[src/rtl/hzd_pkg.sv]
package hzd_pkg;

    typedef enum logic [2:0] {
        UNIT_INT  = 3'd0,
        UNIT_LOAD = 3'd1,
        UNIT_FADD = 3'd2,
        UNIT_FMUL = 3'd3,
        UNIT_FDIV = 3'd4
    } unit_e;

    typedef struct packed {
        logic writes_fp;
        logic reads_fp;
        logic is_div;
    } op_class_t;

    function automatic op_class_t classify(input logic [2:0] code);
        op_class_t c;
        c = '0;
        case (code)
            UNIT_LOAD: c.writes_fp = 1'b1;
            UNIT_FADD,
            UNIT_FMUL: begin
                c.writes_fp = 1'b1;
                c.reads_fp  = 1'b1;
            end
            UNIT_FDIV: begin
                c.writes_fp = 1'b1;
                c.reads_fp  = 1'b1;
                c.is_div    = 1'b1;
            end
            default: c = '0;
        endcase
        return c;
    endfunction

    function automatic int max4(input int a, input int b, input int c, input int d);
        int m;
        m = a;
        if (b > m) m = b;
        if (c > m) m = c;
        if (d > m) m = d;
        return m;
    endfunction

endpackage

[src/rtl/hzd_scoreboard.sv]
module hzd_scoreboard #(
    parameter int NUM_REGS = 32,
    parameter int REG_W    = 5,
    parameter int CNT_W    = 5
) (
    input  logic             clk,
    input  logic             rst_n,
    input  logic             we,
    input  logic [REG_W-1:0] wr_idx,
    input  logic [CNT_W-1:0] wr_cnt,
    input  logic [REG_W-1:0] rd_a,
    input  logic [REG_W-1:0] rd_b,
    input  logic [REG_W-1:0] rd_dst,
    output logic [CNT_W-1:0] cnt_a,
    output logic [CNT_W-1:0] cnt_b,
    output logic [CNT_W-1:0] cnt_dst
);

    typedef struct packed {
        logic [NUM_REGS-1:0][CNT_W-1:0] cnt;
    } sb_state_t;

    sb_state_t st_d, st_q;

    always_comb begin
        st_d = st_q;
        for (int i = 0; i < NUM_REGS; i++) begin
            if (st_q.cnt[i] != '0) begin
                st_d.cnt[i] = st_q.cnt[i] - 1'b1;
            end
        end
        if (we) begin
            st_d.cnt[wr_idx] = wr_cnt;
        end
    end

    always_ff @(posedge clk) begin
        if (!rst_n) begin
            st_q <= '0;
        end else begin
            st_q <= st_d;
        end
    end

    assign cnt_a   = st_q.cnt[rd_a];
    assign cnt_b   = st_q.cnt[rd_b];
    assign cnt_dst = st_q.cnt[rd_dst];


    waw_order_chk: assert property (@(posedge clk) disable iff (!rst_n)
        we |-> (st_q.cnt[wr_idx] <= wr_cnt));

endmodule

[src/rtl/hzd_wport.sv]
module hzd_wport #(
    parameter int DEPTH  = 24,
    parameter int SLOT_W = 5
) (
    input  logic              clk,
    input  logic              rst_n,
    input  logic [SLOT_W-1:0] slot,
    input  logic              book,
    output logic              taken
);

    typedef struct packed {
        logic [DEPTH-1:0] res;
    } wp_state_t;

    wp_state_t st_d, st_q;

    always_comb begin
        st_d.res = st_q.res >> 1;
        if (book) begin
            st_d.res[slot - 1'b1] = 1'b1;
        end
    end

    always_ff @(posedge clk) begin
        if (!rst_n) begin
            st_q <= '0;
        end else begin
            st_q <= st_d;
        end
    end

    assign taken = st_q.res[slot];


    port_once_chk: assert property (@(posedge clk) disable iff (!rst_n)
        book |-> !st_q.res[slot]);


    slot_nonzero_chk: assert property (@(posedge clk) disable iff (!rst_n)
        book |-> (slot != '0));

endmodule

[src/rtl/hzd_div_track.sv]
module hzd_div_track #(
    parameter int DIV_II = 24,
    parameter int DIV_W  = 5
) (
    input  logic clk,
    input  logic rst_n,
    input  logic start,
    output logic busy
);

    typedef struct packed {
        logic [DIV_W-1:0] left;
    } dv_state_t;

    dv_state_t st_d, st_q;

    always_comb begin
        st_d = st_q;
        if (start) begin
            st_d.left = DIV_W'(DIV_II - 1);
        end else if (st_q.left != '0) begin
            st_d.left = st_q.left - 1'b1;
        end
    end

    always_ff @(posedge clk) begin
        if (!rst_n) begin
            st_q <= '0;
        end else begin
            st_q <= st_d;
        end
    end

    assign busy = (st_q.left != '0);


    div_gap_chk: assert property (@(posedge clk) disable iff (!rst_n)
        start |-> (st_q.left == '0));

endmodule

[src/rtl/hzd_issue_gate.sv]
module hzd_issue_gate #(
    parameter int NUM_REGS = 32,
    parameter int LAT_LOAD = 1,
    parameter int LAT_FADD = 3,
    parameter int LAT_FMUL = 6,
    parameter int LAT_FDIV = 23,
    parameter int DIV_II   = 24
) (
    input  logic       clk,
    input  logic       rst_n,
    input  logic       dec_valid,
    input  logic [2:0] dec_unit,
    input  logic [4:0] dec_dst,
    input  logic [4:0] dec_src_a,
    input  logic [4:0] dec_src_b,
    output logic       issue,
    output logic       stall
);
    import hzd_pkg::*;

    localparam int MAX_LAT = max4(LAT_LOAD, LAT_FADD, LAT_FMUL, LAT_FDIV);
    localparam int DEPTH   = MAX_LAT + 1;
    localparam int CNT_W   = $clog2(MAX_LAT + 1);
    localparam int SLOT_W  = $clog2(DEPTH);
    localparam int REG_W   = 5;
    localparam int DIV_W   = $clog2(DIV_II);

    op_class_t        cls;
    logic [CNT_W-1:0] lat_sel;
    logic [CNT_W-1:0] cnt_a, cnt_b, cnt_dst;
    logic             port_taken, div_busy;
    logic             hz_raw, hz_waw, hz_port, hz_div, hazard, go;

    always_comb begin
        cls = classify(dec_unit);
        case (dec_unit)
            UNIT_LOAD: lat_sel = CNT_W'(LAT_LOAD);
            UNIT_FADD: lat_sel = CNT_W'(LAT_FADD);
            UNIT_FMUL: lat_sel = CNT_W'(LAT_FMUL);
            UNIT_FDIV: lat_sel = CNT_W'(LAT_FDIV);
            default:   lat_sel = '0;
        endcase
        hz_raw  = cls.reads_fp  && ((cnt_a != '0) || (cnt_b != '0));
        hz_waw  = cls.writes_fp && (cnt_dst > lat_sel);
        hz_port = cls.writes_fp && port_taken;
        hz_div  = cls.is_div    && div_busy;
        hazard  = hz_raw || hz_waw || hz_port || hz_div;
        go      = dec_valid && !hazard;
    end

    assign issue = go;
    assign stall = dec_valid && hazard;

    hzd_scoreboard #(
        .NUM_REGS(NUM_REGS),
        .REG_W   (REG_W),
        .CNT_W   (CNT_W)
    ) u_sb (
        .clk    (clk),
        .rst_n  (rst_n),
        .we     (go && cls.writes_fp),
        .wr_idx (dec_dst),
        .wr_cnt (lat_sel),
        .rd_a   (dec_src_a),
        .rd_b   (dec_src_b),
        .rd_dst (dec_dst),
        .cnt_a  (cnt_a),
        .cnt_b  (cnt_b),
        .cnt_dst(cnt_dst)
    );

    hzd_wport #(
        .DEPTH (DEPTH),
        .SLOT_W(SLOT_W)
    ) u_wp (
        .clk  (clk),
        .rst_n(rst_n),
        .slot (SLOT_W'(lat_sel)),
        .book (go && cls.writes_fp),
        .taken(port_taken)
    );

    hzd_div_track #(
        .DIV_II(DIV_II),
        .DIV_W (DIV_W)
    ) u_dv (
        .clk  (clk),
        .rst_n(rst_n),
        .start(go && cls.is_div),
        .busy (div_busy)
    );


    excl_chk: assert property (@(posedge clk) disable iff (!rst_n)
        !(issue && stall) && ((issue || stall) == dec_valid));


    int_free_chk: assert property (@(posedge clk) disable iff (!rst_n)
        (dec_valid && !cls.writes_fp && !cls.reads_fp) |-> issue);


    raw_chk: assert property (@(posedge clk) disable iff (!rst_n)
        (issue && cls.reads_fp) |-> ((cnt_a == '0) && (cnt_b == '0)));


    div_ii_chk: assert property (@(posedge clk) disable iff (!rst_n)
        (issue && dec_unit == 3'd4) |=> !(issue && dec_unit == 3'd4));

endmodule

[config.mk]
export PLATFORM = sky130hd
export DESIGN_NAME = hzd_issue_gate
export DESIGN_NICKNAME = d
export VERILOG_FILES = /design/src/rtl/hzd_pkg.sv /design/src/rtl/hzd_scoreboard.sv /design/src/rtl/hzd_wport.sv /design/src/rtl/hzd_div_track.sv /design/src/rtl/hzd_issue_gate.sv
export SDC_FILE = /design/constraint.sdc
export NUM_CORES = 1
export LEC_CHECK = 0
export ABC_AREA = 1
export BUFFER_PORTS_ARGS = -buffer_cell sky130_fd_sc_hd__buf_4
export CAP_MARGIN = 20
export CORE_ASPECT_RATIO = 0.8
export CORE_MARGIN = 1
export CORE_UTILIZATION = 30
export CTS_BUF_LIST = sky130_fd_sc_hd__clkbuf_4 sky130_fd_sc_hd__clkbuf_8
export CTS_CLUSTER_SIZE = 14
export DETAILED_ROUTE_END_ITERATION = 16
export GPL_ROUTABILITY_DRIVEN = 0
export SLEW_MARGIN = 20
export SYNTH_ARGS = -nofsm -noshare
export SYNTH_HDL_FRONTEND = slang
export SYNTH_HIERARCHICAL = 1
export SYNTH_SLANG_ARGS = --single-unit
[constraint.sdc]
create_clock -name clk -period 4.26 [get_ports clk]
set_clock_uncertainty 0.05 [all_clocks]
set_input_delay 0.426 -clock clk [delete_from_list [all_inputs] [get_ports clk]]
set_output_delay 0.426 -clock clk [all_outputs]
set_load 0.1 [all_outputs]
==> flow_metrics.py <==
metrics = {
    "yosys": {
        "synth_flop_cell": "dfxtp_1",
        "syn_area_per_cell_um2": 5.67,
        "netlist-cell-type-count": 44,
        "synth-edff-count": 0,
        "syn_area_mm2": 0.0150,
        "postSynthCellCount": 2649,
        "yosysMostFrequentCell": "nand2_1",
        "synth_common_cells": "866 x nand2_1, 458 x nand3_1, 259 x inv_1",
        "ys_ff_latch": 189,
        "netlist_top_cells_area": "dfxtp_1 25%, nand2_1 22%, nand3_1 15%, inv_1 6.5%, o21ai_0 5.9%",
        "yosysWarnings": 6,
        "yosysSeqAreaShare_pct": 25.2,
        "synthArstFlopShare_pct": 0,
        "synth_largest_area_cell": "dfxtp_1",
        "yosysTopAreaCellShare_pct": 25.2,
    },
    "drt": {
        "ant_nets": 0,
        "drtIter0Drc": 2454,
        "drcViolationCount": 0,
        "via_count": 17300,
        "drt_wl_total_um": 55100,
        "first_pass_iters": 6,
        "post_drt_wl_per_cell_um": 16.7,
        "avgViaCountPerCell": 5.25,
    },
    "timing": {
        "maxSlewViolCount": 0,
        "rsz0062_at_grt": "false",
        "setup_violations": 0,
        "fmax_mhz": 268,
        "worst_pin_slew_ns": 0.980,
        "relSlewSlack_pct": 34.6,
        "period_needed_ns": 3.73,
        "setup_tns_ns": 0,
        "finalCritPeriodShare_pct": 87.4,
        "setup_slack_ns": 0.535,
        "finalHoldViolations": 0,
    },
    "clock_tree": {
        "insertion_delay_ns": 0.54,
        "ctsResizeCount": 0,
        "cts-root-buf": "clkbuf_8",
        "cts.sinks": 189,
        "cts_tree": "yes",
        "cts_setup_buffers": 0,
        "cts_hold_buffers": 0,
        "clk_path_buf_depth": 2,
        "htree_levels": 4,
        "clkTransAtPathRegs_ns": 0.11,
        "cts_buffers": 17,
    },
    "setup_path": {
        "worst-setup-path-type": "flip-flop to flip-flop",
        "critPathCaptureType": "flip-flop",
        "arrival_ns": 4.11,
        "r2r_slack_ns": 0.53,
        "start_kind": "flip-flop",
        "crit_required_ns": 4.64,
        "path_max_fanout": 9,
    },
    "floorplanning": {
        "fp.dieW_um": 252,
        "start_util_pct": 30.7,
        "die_y_um": 202,
        "io_pins": 23,
        "placementRows": 72,
        "fp.coreArea_mm2": 0.0489,
        "die_area_mm2": 0.0510,
    },
    "placed_design": {
        "placed_cells": 3263,
        "io_buffer_count": 22,
        "pre_cts_ws_ns": 0.178,
        "dp_hpwl_um": 38400,
    },
    "power_and_ir_drop": {
        "p_leak_uw": 0.00732,
        "peakVddDrop_mv": 0.226,
        "power_density_mw_per_mm2": 561,
    },
    "cells_and_area": {
        "drive_above_1_share_pct": 6.62,
        "fin_cells": 3295,
        "antenna-diode-count": 0,
        "area_growth_pct": 9.45,
        "fin_nets": 2674,
        "final_util_pct": 33.6,
    },
    "grt": {
        "grt_first_pass_wirelength_um": 86300,
        "grt_usage_pct": 21.5,
        "grt_pass1_vias": 14700,
        "grt_max_degree": 97,
        "antenna_found_initial": 0,
        "overflow": 0,
    },
    "run": {
        "drv_cap": 0,
    },
    "run_status": {
        "run_status": "completed",
    },
    "min_path": {
        "hp-class": "input port to flip-flop",
    },
}
## metrics by stage
step / instance area (um^2) / hold WS [ns] / power [uW]
2_1_floorplan: 15100 / 0.373 / 6740
3_3_place_gp: 16100 / 0.400 / 7900
3_5_place_dp: 16100 / 0.402 / 7910
4_1_cts: 16500 / 0.311 / 9170
5_1_grt: 16500 / 0.341 / 10100
6_report: 16500 / 0.325 / 9230
## final cells by class
| class | count | area, um^2 |
|---|---|---|
| multi-input cells | 2064 | 9770 |
| well taps | 666 | 833 |
| clock inverters | 15 | 158 |
| fillers | 5461 | 32500 |
| clock buffers | 17 | 234 |
| repair buffers | 69 | 643 |
| inverters | 275 | 1030 |
| flip-flops and latches | 189 | 3780 |
## per-layer routing
metal | vias to the layer above | global-route usage (%) | part of all wire (%)
li1 | 8489 | - | -
met1 | 7875 | 32.6 | 48
met2 | 852 | 30.1 | 40
met3 | 67 | 4.71 | 11
met4 | 0 | 5.13 | 1.7
met5 | - | 0 | 0
## logic make-up after synthesis
group,Yosys count,synth area share (%)
buf+inv,405,10.2
xor+xnor,35,2.04
compound gates,391,13.7
simple gates,1591,45.7
flops,189,25.2
other cells,1,0.0249
fa+ha+maj,37,3.08
## report_power, final
part,internal (uW),leakage (uW),switching (uW),total (uW)
Combinational,1950,0.00557,2820,4770
Sequential,2330,0.00155,903,3230
Clock,435,0.000187,798,1230
Total,4710,0.00732,4520,9230
## registers in the layout (all words and copies together) (netlist names)
register / flops
u_dv/st_q: 5
u_sb/st_q: 160
u_wp/st_q: 24
## cells in the final DEF (no fill, tap or decap), types with 3 or more instances in the layout
cell / instances
clkinv_1: 6
o21ai_0: 176
xor2_1: 33
nand3_1: 458
a21oi_1: 168
nor2_1: 181
dfxtp_1: 189
nor2_4: 3
or2_2: 32
inv_2: 9
inv_6: 3
ha_1: 37
a31oi_1: 5
clkbuf_8: 17
buf_12: 10
or2_0: 6
buf_4: 59
nand2_4: 6
nand2_2: 6
nand2_1: 866
nor3_1: 8
clkinv_4: 3
inv_1: 259
nand4_1: 4
clkinv_8: 3
inv_8: 3
clkinvlp_4: 3
nor3_2: 6
nor3_4: 3
o211ai_1: 30
conb_1: 10
nand3b_1: 6
## critical path, stage by stage (launching register included)
cell and delay, ns:
dfxtp_1 0.49, nand2_1 0.09, nand3_1 0.08, nand3_1 0.12, nand2_1 0.10, nand2_1 0.05, nand2_1 0.13, nand2_1 0.12
nand2_1 0.13, ha_1 0.29, nand2_1 0.09, inv_1 0.05, nand3b_1 0.07, nand2_1 0.05, nand2_1 0.09, nand2_4 0.06
nand2_4 0.06, nand3_2 0.08, nor2_1 0.17, nand3_1 0.21, inv_1 0.34, buf_4 0.23, nand2_1 0.19, o21ai_0 0.22
a21oi_1 0.05
## path summary, 6_finish.rpt
| check | start | end | cells after the start |
|---|---|---|---|
| min reg2reg | u_dv/st_q[4] | u_dv/st_q[4] | 2 |
| max | u_sb/st_q[101] | u_sb/st_q[15] | 24 |
| min | rst_n | u_dv/st_q[1] | 3 |
| max reg2reg | u_sb/st_q[101] | u_sb/st_q[15] | 24 |
Note: power is estimated with default switching activity, not from simulation.
